[src/rtl/pwmfx_pkg.sv]
// Shared types and sizes for the fixed-frequency PWM bank.
// Assumes one 4-bit control field per channel; run sits at bit 0.
package pwmfx_pkg;
    localparam int CW_DEF   = 8;
    localparam int CTRL_W   = 4;

    // Control field; packed so that start is bit 0 and open_drain is bit 3.
    typedef struct packed {
        logic open_drain;
        logic force_high;
        logic oe_n;
        logic start;
    } ctrl_t;
endpackage

[src/rtl/pwmfx_counter.sv]
// Period counter for one channel.
// Counts strobes from 0 to the latched period, then wraps. The period and
// high-time words are latched at the wrap or while stopped. The waveform is
// high while the count is below the latched high-time.
// Assumes period 0 is never used in operation (the counter then sits at 0).
module pwmfx_counter #(
    parameter int CW = 8
) (
    input  logic          clk,
    input  logic          rst_n,
    input  logic          start,
    input  logic          tick,
    input  logic [CW-1:0] period_i,
    input  logic [CW-1:0] on_i,
    output logic          wave_o
);
    logic [CW-1:0] cnt_q;
    logic [CW-1:0] per_q;
    logic [CW-1:0] on_q;
    logic          wrap;

    assign wrap = tick && (cnt_q == per_q);

    // Count strobes, or hold at zero while stopped.
    always_ff @(posedge clk) begin
        if (!rst_n)
            cnt_q <= '0;
        else if (!start || wrap)
            cnt_q <= '0;
        else if (tick)
            cnt_q <= cnt_q + 1'b1;
    end

    // Latch new words only at a cycle boundary or when stopped.
    always_ff @(posedge clk) begin
        if (!rst_n) begin
            per_q <= '0;
            on_q  <= '0;
        end else if (!start || wrap) begin
            per_q <= period_i;
            on_q  <= on_i;
        end
    end

    // Waveform level; a high-time above the period yields 100 percent.
    assign wave_o = start && (cnt_q < on_q);

    assert_cnt_bound_R3: assert property (@(posedge clk) disable iff (!rst_n)
        cnt_q <= per_q);
    assert_hold_zero_R7: assert property (@(posedge clk) disable iff (!rst_n)
        !start |=> (cnt_q == '0));
    assert_shadow_stable_R6: assert property (@(posedge clk) disable iff (!rst_n)
        (start && !wrap) |=> ($stable(per_q) && $stable(on_q)));
endmodule

[src/rtl/pwmfx_outstage.sv]
// Pad output stage for one channel.
// Picks the level source (fixed waveform or raw variable signal), applies
// force-high, then maps the level to push-pull or open-drain drive. The
// tri-state disable overrides everything. Purely combinational.
module pwmfx_outstage
    import pwmfx_pkg::*;
(
    input  ctrl_t ctrl_i,
    input  logic  sel_fixed,
    input  logic  wave_i,
    input  logic  var_i,
    output logic  pin_data_o,
    output logic  pin_oe_o
);
    logic level;

    // Choose the source and apply force-high.
    always_comb begin
        level = ctrl_i.force_high ? 1'b1 : (sel_fixed ? wave_i : var_i);
    end

    // Map the level to pad drive.
    always_comb begin
        if (ctrl_i.oe_n) begin
            pin_data_o = 1'b0;
            pin_oe_o   = 1'b0;
        end else if (ctrl_i.open_drain) begin
            pin_data_o = 1'b0;
            pin_oe_o   = !level;
        end else begin
            pin_data_o = level;
            pin_oe_o   = 1'b1;
        end
    end
endmodule

[src/rtl/pwmfx_top.sv]
// Bank of NCH fixed-frequency PWM channels, each with its own output stage.
// Assumes the strobes are synchronous to clk. Channel n uses control bits
// [4n+3:4n], word bits [CW*n+CW-1:CW*n] and bit n of the other vectors.
module pwmfx_top
    import pwmfx_pkg::*;
#(
    parameter int NCH = 2,
    parameter int CW  = CW_DEF
) (
    input  logic                clk,
    input  logic                rst_n,
    input  logic [NCH-1:0]      tick,
    input  logic [CTRL_W*NCH-1:0] ctrl,
    input  logic [NCH-1:0]      src_sel,
    input  logic [NCH-1:0]      var_sig,
    input  logic [CW*NCH-1:0]   period,
    input  logic [CW*NCH-1:0]   high_time,
    output logic [NCH-1:0]      pin_data,
    output logic [NCH-1:0]      pin_oe
);
    for (genvar ch = 0; ch < NCH; ch++) begin : g_ch
        ctrl_t f;
        logic  wave;

        assign f = ctrl_t'(ctrl[CTRL_W*ch +: CTRL_W]);

        pwmfx_counter #(.CW(CW)) u_cnt (
            .clk      (clk),
            .rst_n    (rst_n),
            .start    (f.start),
            .tick     (tick[ch]),
            .period_i (period[CW*ch +: CW]),
            .on_i     (high_time[CW*ch +: CW]),
            .wave_o   (wave)
        );

        pwmfx_outstage u_out (
            .ctrl_i     (f),
            .sel_fixed  (src_sel[ch]),
            .wave_i     (wave),
            .var_i      (var_sig[ch]),
            .pin_data_o (pin_data[ch]),
            .pin_oe_o   (pin_oe[ch])
        );

        assert_tristate_R10: assert property (@(posedge clk) disable iff (!rst_n)
            f.oe_n |-> (!pin_oe[ch] && !pin_data[ch]));
        assert_od_low_only_R9: assert property (@(posedge clk) disable iff (!rst_n)
            (f.open_drain && pin_oe[ch]) |-> !pin_data[ch]);
        assert_force_high_R8: assert property (@(posedge clk) disable iff (!rst_n)
            (f.force_high && !f.oe_n) |-> (f.open_drain ? !pin_oe[ch] : pin_data[ch]));
    end
endmodule

[config.mk]
export PLATFORM = sky130hd
export DESIGN_NAME = pwmfx_top
export DESIGN_NICKNAME = d
export VERILOG_FILES = /design/src/rtl/pwmfx_pkg.sv /design/src/rtl/pwmfx_counter.sv /design/src/rtl/pwmfx_outstage.sv /design/src/rtl/pwmfx_top.sv
export SDC_FILE = /design/constraint.sdc
export NUM_CORES = 1
export LEC_CHECK = 0
export ABC_AREA = 1
export BUFFER_PORTS_ARGS = -buffer_cell sky130_fd_sc_hd__buf_2
export CORE_MARGIN = 3
export CORE_UTILIZATION = 50
export DETAILED_ROUTE_END_ITERATION = 6
export GPL_TIMING_DRIVEN = 1
export PLACE_DENSITY = 0.81
export SLEW_MARGIN = 0
export SYNTH_ARGS = -nofsm -noshare
export SYNTH_HDL_FRONTEND = slang
export SYNTH_SLANG_ARGS = --single-unit
[constraint.sdc]
create_clock -name clk -period 1.5 [get_ports clk]
set_clock_uncertainty 0.15 [all_clocks]
set_input_delay 0.15 -clock clk [delete_from_list [all_inputs] [get_ports clk]]
set_output_delay 0.15 -clock clk [all_outputs]
set_load 0.03 [all_outputs]
==> out/qor.csv, run 1 <==
metric,value,unit
status,"complete, but fails checks",
failing checks,"design-rule violations, negative setup slack",
Area Overhead vs Synth,70.3,%
Setup CP Type,flip-flop to output pin,
total grt overflow,0,
Yosys reg bits,48,
Netlist cell types,24,
simple-gate share of the synthesized area,0.318,
Synth Area in Adders,0.0728,
Compound-Gate Fraction of Synth Area,0.0983,
r2r worst-path depth,10,
GRT Overall Usage,0.302,
die extent in y,80.2,um
Pint,0.00218,W
yosys warns,0,
net count reported at finish,606,
vias per cell,6.09,
Max Buffers Root-to-Sink,2,
"Top FF cell, synth",dfxtp_1,
mux cell area share after synthesis,0,
Post-synth EDFFs,0,
DRC Markers,1,
main area contributors after synthesis,"dfxtp_1 (35%), nand2_1 (13%), a21oi_1 (8.6%), nand3_1 (7.6%), nor2_1 (7.5%)",
number of global-route vias before repair,3390,
Cells after Synth,412,
placer congestion estimate,0.814,
Max-Cap Viols,0,
"Period Utilization, post-route",1.51,
largest net degree at the start of global routing,26,
final worst slack,-0.771,ns
"worst slack, placed",-0.183,ns
Commonest cells post-synth,"nand2_1 (95), nor2_1 (55), inv_1 (53), dfxtp_1 (48), a21oi_1 (47)",
asr flop ratio synth,0,
hold depth,3,
WP data arrival,1.97,ns
Cell Pwr Density,707,mW/mm^2
post-DR wirelength/cell,21.6,um
die width,80.2,um
CP most frequent cell,nand2_2,
DR WL met2,6.21,mm
Detail Route Antenna Nets,0,
sequential power share,0.421,
WL met3,1.33,mm
sinks on the clock net,48,
Slew headroom,0.765,
H-tree Lvls,2,
CP Max Fanout,2,
Cell Rows,26,
drt first pass iters,7,
Critical Path RT,1.20,ns
worst slew pin tran,0.350,ns
CTS tree,built,
power share of the clock group,0.267,
"IR drop worst, VDD",0.000515,V
f_max,0.440,GHz
xor/xnor cell area share of the yosys netlist,0.0382,
IO buf count,51,
"Cell Area, Synth",0.00275,mm^2
"Clk Latency, worst-skew pair",0.32,ns
core area,0.00520,mm^2
Sw Share,0.342,
Post-DP HPWL,4.89,mm
most common cell in the netlist,nand2_1,
TNS Setup,-18.49,ns
Comb pwr share,0.312,
Layout fillers,203,
minimum clock period,2.27,ns
Psw,0.00113,W
largest family of logic cells by synthesized area,simple AND/OR/NAND/NOR gates,
Root Driver,clkbuf_8,
worst hold path type,input port to flip-flop,
Metal-1 WL,4.35,mm
crit-path cells,inv_2 > ha_4 > nand2_1 > nand2_1 > nand2_2 > nand2_2 > nand2_2 > nand4_1 > a21oi_2 > buf_6,
hold_ws,0.0406,ns
CTS Buf Count,5,
DR vias,3741,
RSZ-0062 raised after global routing,yes,
clock-pin slew on the worst setup and hold paths,0.10,ns
Startpoint Class,flip-flop,
share of layout cells above drive strength 1,0.495,
post-synthesis sequential area ratio,0.349,
IO Pins,52,
critical path endpoint category,output pin,
die area,0.00643,mm^2
Initial DRC Count,369,
final hold violation count,0,
leakage,2.12,nW
Max stage delay on crit path,0.38,ns
initial core utilization,0.528,
Worst path slowest cell,dfxtp_2,
cell taking the most area after synthesis,dfxtp_1,
"Slew Viols, Final",0,
initial antenna violation count,1,
first-pass GRT wire length,15.1,mm
synthesized area per cell,6.68,um^2
Routed WL,13.2,mm
post-synth top area share,0.349,
Top Layer Used,met4,
Finish-stage setup viols,52,
Synth Net Count,476,
-- state kept, by name (all words and copies together), names as in the netlist --
name,count
g_ch.u_cnt.cnt_q,16
g_ch.u_cnt.on_q,16
g_ch.u_cnt.per_q,16
-- worst max-delay path: cells and delay by family, from the launching register on --
family / cells / cell delay (ns)
AO/OA/AOI/OAI: 1 / 0.27
buffers and inverters: 2 / 0.22
flip-flops: 1 / 0.38
adder cells (fa/ha/maj): 1 / 0.20
AND/OR/NAND/NOR: 6 / 0.56
-- cells in the final DEF, fill, tap and decap left out, drive strengths merged --
cell type	instances
buf	108
nand2	97
nor2	55
inv	55
dfxtp	48
a21oi	47
nand3	44
dlygate4sd3	34
ha	16
clkbuf	9
xor2	7
nand4	6
xnor2	5
or2	4
o21a	2
o211ai	2
clkinv	2
diode	1
o21ai	1
nor3	1
-- power by group through the flow --
stage	Combinational (W)	Clock (W)	Sequential [W]
4_1_cts	0.000742	0.000832	0.00138
2_1_floorplan	0.000391	0	0.00140
5_1_grt	0.00109	0.000914	0.00140
3_3_place_gp	0.000557	0	0.00141
6_report	0.00103	0.000884	0.00139
3_5_place_dp	0.000576	0	0.00141
-- final timing paths --
check	startpoint	to	slack [ns]
setup / recovery	g_ch[1].u_cnt.on_q[1]$_SDFFE_PN0P_	pin_data[1]	-0.77
setup reg to reg	g_ch[1].u_cnt.cnt_q[5]$_SDFFE_PP0P_	g_ch[1].u_cnt.on_q[1]$_SDFFE_PN0P_	-0.54
hold reg to reg	g_ch[0].u_cnt.on_q[7]$_SDFFE_PN0P_	g_ch[0].u_cnt.on_q[7]$_SDFFE_PN0P_	0.43
hold / removal	rst_n	g_ch[1].u_cnt.per_q[7]$_SDFFE_PN0P_	0.04
-- logic make-up after synthesis --
family,Yosys count
adders and majority gates,16
buffers and inverters,77
AOI/OAI and AO/OA,52
xor gates and xnor gates,12
and+or+nand+nor,207
DFF,48
-- area by class of cell --
| class | instances | area, um^2 | share of cell area |
|---|---|---|---|
| inverter | 55 | 206 | 0.0441 |
| timing repair buffer | 145 | 1260 | 0.269 |
| multi-input combinational | 287 | 2040 | 0.435 |
| antenna | 1 | 2.50 | 0.000534 |
| tap | 70 | 87.6 | 0.0187 |
| clock inverter | 2 | 10.0 | 0.00214 |
| sequential | 48 | 1000 | 0.214 |
| clock buffer | 6 | 82.6 | 0.0176 |
-- metal layers --
metal / vias to the layer above / global-route usage
li1: 1562 / -
met1: 1680 / 0.326
met2: 352 / 0.535
met3: 147 / 0.0639
met4: 0 / 0.181
met5: - / 0
-- stage by stage --
stage / cell area, um^2 / power, W / instances / utilization
final: 4680 / 0.00331 / 614 / 0.900
after global routing: 4680 / 0.00340 / 614 / 0.900
after CTS: 4170 / 0.00295 / 604 / 0.801
after detailed placement: 3390 / 0.00198 / 552 / 0.652
after global placement: 3390 / 0.00196 / 552 / 0.652
after floorplan: 2830 / 0.00179 / 412 / -
-- what timing repair did --
action,in CTS,in global routing
pin swaps,18,53
gates cloned,2,4
endpoints found under the hold margin,35,0
buffers inserted,8,9
setup endpoints to repair,44,52
resized for setup,64,113
hold buffers,34,0
No activity file was read; power rests on OpenSTA's default activity.
==> inputs of run 2 (changes only) <==
--- a/config.mk
+++ b/config.mk
@@ -11,7 +11,7 @@
 export CORE_UTILIZATION = 50
 export DETAILED_ROUTE_END_ITERATION = 6
 export GPL_TIMING_DRIVEN = 1
-export PLACE_DENSITY = 0.81
+export PLACE_DENSITY = 0.78
 export SLEW_MARGIN = 0
 export SYNTH_ARGS = -nofsm -noshare
 export SYNTH_HDL_FRONTEND = slang
==> constraint.sdc (replaced) <==
create_clock -name clk -period 2.3 [get_ports clk]
set_clock_uncertainty 0.15 [all_clocks]
set_input_delay 0.23 -clock clk [delete_from_list [all_inputs] [get_ports clk]]
set_output_delay 0.23 -clock clk [all_outputs]
set_load 0.03 [all_outputs]
==> run 2 against run 1 <==
Via count decreased by 30%; die area unchanged; sequential share of layout area up 8.4 points; largest power group unchanged; non-clock buffer count fell by 77; critical endpoint is now pin_data[0]; wire length shrank 54%; the flow finishes with violations (negative hold slack); hold slack got worse by 0.041 ns.
==> out/qor.csv, run 2 (same netlist as run 1, synthesis figures left out) <==
metric,value,unit,change
failing checks,negative hold slack,,
Antenna Cells,0,,-1
DRC Markers,0,,-1
"commonest non-fill, non-tap cell in the layout",nand2_1,,
H-tree Lvls,2,,unchanged
CP Max Fanout,6,,+4
hold_ws,-0.000767,ns,-0.0414 ns
die area,0.00643,mm^2,unchanged
Post CTS Setup Buffer Count,0,,-8
worst hold path type,input port to flip-flop,,
IO buf count,51,,unchanged
share of layout cells above drive strength 1,0.159,,-0.337
final hold violation count,2,,+2
minimum clock period,2.15,ns,
Crit path max-delay family,flip-flops,,
first-pass GRT wire length,10.2,mm,-33%
Pint,0.00135,W,-38%
"commonest cells after routing, fill and taps aside","nand2_1 (95), nor2_1 (55), inv_1 (53)",,
Sw Share,0.269,,-0.0732
worst path bufs/invs,1,,-1
Metal-1 WL,2.95,mm,-32%
"worst slack, placed",0.475,ns,+0.658 ns
critical path endpoint category,output pin,,
Slew headroom,0.752,,-0.0126
Top Layer Used,met4,,
Setup CP Type,flip-flop to output pin,,
initial antenna violation count,0,,-1
Psw,0.000497,W,-56%
Critical Path RT,1.92,ns,+0.72 ns
die width,80.2,um,unchanged
Cell Rows,26,,unchanged
worst slew pin tran,0.368,ns,+0.0187 ns
Root Driver,clkbuf_8,,
sinks on the clock net,48,,unchanged
power share of the clock group,0.326,,+0.059
fin util,0.622,,-0.277
"Period Utilization, post-route",0.934,,
CTS Buf Count,5,,unchanged
Startpoint Class,flip-flop,,
net count reported at finish,529,,-13%
crit-path cells,ha_1 > nand2_1 > nand2_1 > nand2_1 > nand2_1 > nand2_1 > nand4_1 > a21oi_1 > buf_2,,
RSZ-0062 raised after global routing,no,,
WL met3,333,um,-75%
"Slew Viols, Final",0,,unchanged
sequential power share,0.487,,+0.066
initial core utilization,0.528,,unchanged
number of global-route vias before repair,2350,,-31%
TNS Setup,0,ns,+18.49 ns
CP most frequent cell,nand2_1,,
WP data arrival,1.77,ns,-0.20 ns
largest net degree at the start of global routing,22,,-15%
status,"complete, but fails checks",,
Post-DP HPWL,4.44,mm,-9.2%
DR WL met2,2.74,mm,-56%
Worst path slowest cell,dfxtp_1,,
Cell Pwr Density,570,mW/mm^2,-19%
Routed WL,6.07,mm,-54%
Max-Cap Viols,0,,unchanged
total grt overflow,0,,unchanged
IO Pins,52,,unchanged
leakage,1.58,nW,-25%
CTS tree,built,,
final worst slack,0.152,ns,+0.922 ns
Max stage delay on crit path,0.44,ns,+0.06 ns
Initial DRC Count,124,,-66%
placer congestion estimate,0.888,,+9.1%
vias per cell,4.90,,-20%
Detail Route Antenna Nets,0,,unchanged
clock-pin slew on the worst setup and hold paths,0.09,ns,about the same
Finish-stage setup viols,0,,-100%
Top Registers,"g_ch.u_cnt.cnt_q (16), g_ch.u_cnt.on_q (16), g_ch.u_cnt.per_q (16)",,
drt first pass iters,5,,-2
"Clk Latency, worst-skew pair",0.30,ns,-0.02 ns
total power,0.00185,W,-44%
die extent in y,80.2,um,unchanged
post-DR wirelength/cell,11.3,um,-47%
f_max,0.466,GHz,
Area Overhead vs Synth,17.8,%,
DR vias,2626,,-30%
Comb pwr share,0.187,,-0.125
core area,0.00520,mm^2,unchanged
GRT Overall Usage,0.196,,-0.106
"IR drop worst, VDD",0.000379,V,-26%
Max Buffers Root-to-Sink,2,,unchanged
## run 2: cell types whose count changed in the layout (fill, tap and decap cells not counted), moves of 16 or more
cell	before	now
a21oi_1	10	47
a21oi_2	30	0
buf_4	39	4
dfxtp_1	26	46
dlygate4sd3_1	34	12
inv_1	37	53
inv_2	18	2
nand2_1	77	95
nand3_1	16	42
nand3_2	24	2
## run 2: metrics by stage
step                hold slack, ns  cell area, um^2  std cells
floorplan                    0.212             2750        412
global placement             0.297             3010        516
detailed placement           0.305             3010        516
CTS                        0.00116             3220        534
global route               0.00759             3240        536
finish                   -0.000767             3240        536
## run 2: layout make-up
class,count,area (um^2)
Fill cell,498,1970
Multi-Input combinational cell,287,1450
Sequential cell,48,963
Timing Repair Buffer,68,425
Inverter,55,206
Tap cell,70,87.6
Clock buffer,6,72.6
Clock inverter,2,35.0
## run 2: layer usage
| layer | global-route usage | vias up |
|---|---|---|
| met2 | 0.328 | 70 |
| met5 | 0 | - |
| met3 | 0.0426 | 6 |
| li1 | - | 1400 |
| met1 | 0.257 | 1150 |
| met4 | 0.0422 | 0 |
## run 2: tightest hold or removal path, stage by stage
cell and delay, ns:
buf_2 0.07, a21oi_1 0.03, nor2_1 0.08
## run 2: power by group through the flow
stage               combinational [W]  sequential (W)  clock (W)
floorplan                    0.000248        0.000914          0
global placement             0.000320        0.000918          0
detailed placement           0.000326        0.000920          0
CTS                          0.000341        0.000900   0.000608
global route                 0.000396        0.000906   0.000656
finish                       0.000345        0.000900   0.000601
## run 2: final timing paths
kind | start | to | slack [ns] | cells past startpoint
worst max register to register | g_ch[0].u_cnt.cnt_q[4]$_SDFFE_PP0P_ | g_ch[0].u_cnt.per_q[4]$_SDFFE_PN0P_ | 0.49 | 8
worst min-delay path | period[6] | g_ch[0].u_cnt.per_q[6]$_SDFFE_PN0P_ | -0.0008 | 3
worst max-delay path | g_ch[0].u_cnt.cnt_q[1]$_SDFFE_PP0P_ | pin_data[0] | 0.15 | 9
worst min register to register | g_ch[1].u_cnt.cnt_q[0]$_SDFFE_PP0P_ | g_ch[1].u_cnt.cnt_q[0]$_SDFFE_PP0P_ | 0.36 | 2
## run 2: timing repair
| item | 4_1_cts | 5_1_grt |
|---|---|---|
| hold endpoints to repair | 10 | 2 |
| resized for setup | 0 | 2 |
| setup endpoints to repair | 0 | 2 |
| hold buffers | 10 | 2 |
==> inputs of run 3 (changes only) <==
--- a/config.mk
+++ b/config.mk
@@ -11,7 +11,8 @@
 export CORE_UTILIZATION = 50
 export DETAILED_ROUTE_END_ITERATION = 6
 export GPL_TIMING_DRIVEN = 1
-export PLACE_DENSITY = 0.78
+export PLACE_DENSITY = 0.8
+export SKIP_LAST_GASP = 1
 export SLEW_MARGIN = 0
 export SYNTH_ARGS = -nofsm -noshare
 export SYNTH_HDL_FRONTEND = slang
==> run 3 against run 2 <==
The run now ends clean; global-route usage is 0.65 points higher; wire length is 0.97% higher; power is 3.1% lower; count of clock-buffer cells in the layout is 1 higher; utilization is 0.096 points higher; critical path type unchanged; hold slack better by 0.0021 ns; final cell count stayed put; sequential share of layout area hardly changed.
==> out/qor.csv, run 3 (same netlist as run 1, synthesis figures left out) <==
metric,value,unit,change
Worst path slowest cell,dfxtp_1,,
"commonest non-fill, non-tap cell in the layout",nand2_1,,
initial core utilization,0.528,,unchanged
final hold violation count,0,,-2
"IR drop worst, VDD",0.000428,V,+13%
Post-DP HPWL,4.55,mm,+2.6%
initial antenna violation count,0,,unchanged
status,"complete, no violations",,
fin util,0.623,,+0.000961
critical path endpoint category,output pin,,
worst slew pin tran,0.456,ns,+0.0875 ns
"Period Utilization, post-route",0.940,,+0.00579
sequential power share,0.503,,+0.016
crit-path cells,inv_1 > ha_1 > a21oi_1 > o21a_1 > nand4_1 > a21oi_2 > clkbuf_4,,
RSZ-0062 raised after global routing,no,,
Finished Cell Area,0.00324,mm^2,+0.15%
die area,0.00643,mm^2,unchanged
"Clk Latency, worst-skew pair",0.30,ns,about the same
CP Max Fanout,2,,-4
Startpoint Class,flip-flop,,
total grt overflow,0,,unchanged
Cell Pwr Density,552,mW/mm^2,-3.2%
largest net degree at the start of global routing,26,,+18%
Max stage delay on crit path,0.31,ns,-0.13 ns
core area,0.00520,mm^2,unchanged
Setup CP Type,flip-flop to output pin,,
clock-pin slew on the worst setup and hold paths,0.09,ns,about the same
Max Buffers Root-to-Sink,2,,unchanged
Finish-stage setup viols,0,,unchanged
Initial DRC Count,127,,+2.4%
IO buf count,51,,unchanged
TNS Setup,0,ns,unchanged
leakage,1.58,nW,about the same
first-pass GRT wire length,10.4,mm,+2.0%
worst hold path type,input port to flip-flop,,
Detail Route Antenna Nets,0,,unchanged
DR vias,2640,,+0.53%
DRC Markers,0,,unchanged
die extent in y,80.2,um,unchanged
"commonest cells after routing, fill and taps aside","nand2_1 (95), nor2_1 (55), inv_1 (53)",,
Critical Path RT,1.92,ns,about the same
Antenna Cells,0,,unchanged
die width,80.2,um,unchanged
f_max,0.463,GHz,-0.62%
IO Pins,52,,unchanged
CTS tree,built,,
Sw Share,0.275,,+0.00618
Routed WL,6.13,mm,+0.97%
vias per cell,4.93,,+0.53%
Cell Rows,26,,unchanged
drt first pass iters,4,,-1
number of global-route vias before repair,2403,,+2.3%
Top Registers,"g_ch.u_cnt.cnt_q (16), g_ch.u_cnt.on_q (16), g_ch.u_cnt.per_q (16)",,
placer congestion estimate,0.892,,+0.48%
Max-Cap Viols,0,,unchanged
minimum clock period,2.16,ns,+0.0133 ns
Area Overhead vs Synth,18.0,%,
H-tree Lvls,2,,unchanged
GRT Overall Usage,0.202,,+0.00648
"Slew Viols, Final",0,,unchanged
Psw,0.000493,W,-0.85%
Post CTS Setup Buffer Count,0,,unchanged
Pint,0.00130,W,-3.9%
fin cells,536,,unchanged
CTS Buf Count,5,,unchanged
post-DR wirelength/cell,11.4,um,+0.97%
Comb pwr share,0.195,,+0.008
share of layout cells above drive strength 1,0.161,,+0.00215
net count reported at finish,530,,+0.19%
Root Driver,clkbuf_8,,
Post-Place Cells,516,,unchanged
power share of the clock group,0.302,,-0.024
WP data arrival,1.78,ns,about the same
dpl cell area,0.00301,mm^2,unchanged
sinks on the clock net,48,,unchanged
Slew headroom,0.695,,-0.0575
==> run 3: final cells by class <==
| type | instances | area, um^2 |
|---|---|---|
| multi-input cells | 287 | 1450 |
| repair buffers | 69 | 438 |
| clock buffers | 7 | 96.3 |
| inverters | 55 | 206 |
| fillers | 497 | 1960 |
| well taps | 70 | 87.6 |
| flip-flops and latches | 48 | 963 |
==> run 3: metal layers <==
| layer | vias to the layer above | track usage | share of wire |
|---|---|---|---|
| met2 | 63 | 0.334 | 0.45 |
| met1 | 1168 | 0.260 | 0.48 |
| li1 | 1399 | - | - |
| met3 | 10 | 0.0460 | 0.055 |
| met5 | - | 0 | 0 |
| met4 | 0 | 0.0642 | 0.015 |
==> run 3: metrics by stage <==
stage	hold slack, ns	total power (W)	worst slack [ns]
2_1_floorplan	0.212	0.00116	0.643
3_3_place_gp	0.297	0.00124	0.521
3_5_place_dp	0.304	0.00125	0.463
4_1_cts	0.000338	0.00180	0.128
5_1_grt	0.00876	0.00190	0.0181
6_report	0.00130	0.00179	0.138
==> run 3: worst max-delay path, delay by kind of cell, from the launching register on <==
kind	cells	cell delay, ns
compound gates	3	0.47
flops	1	0.31
fa+ha+maj	1	0.30
buf+inv	2	0.24
simple gates	1	0.14
==> run 3: path summary, 6_finish.rpt <==
check,start,endpoint,slack (ns),cells past startpoint
hold / removal,high_time[3],g_ch[0].u_cnt.on_q[3]$_SDFFE_PN0P_,0.001,3
hold reg to reg,g_ch[1].u_cnt.cnt_q[0]$_SDFFE_PP0P_,g_ch[1].u_cnt.cnt_q[0]$_SDFFE_PP0P_,0.35,2
setup reg to reg,g_ch[0].u_cnt.cnt_q[2]$_SDFFE_PP0P_,g_ch[0].u_cnt.on_q[5]$_SDFFE_PN0P_,0.45,8
setup / recovery,g_ch[0].u_cnt.on_q[7]$_SDFFE_PN0P_,pin_data[0],0.14,7
==> run 3: power groups by stage <==
stage          logic (W)  registers [W]  clock network (W)
2_1_floorplan   0.000248       0.000914                  0
3_3_place_gp    0.000320       0.000919                  0
3_5_place_dp    0.000329       0.000921                  0
4_1_cts         0.000348       0.000901           0.000554
5_1_grt         0.000403       0.000906           0.000589
6_report        0.000349       0.000900           0.000541
==> run 3: repair_timing <==
action	CTS	global route
endpoints found under the hold margin	13	0
gates resized for setup	0	4
endpoints found under the setup margin	0	1
hold buffers	13	0
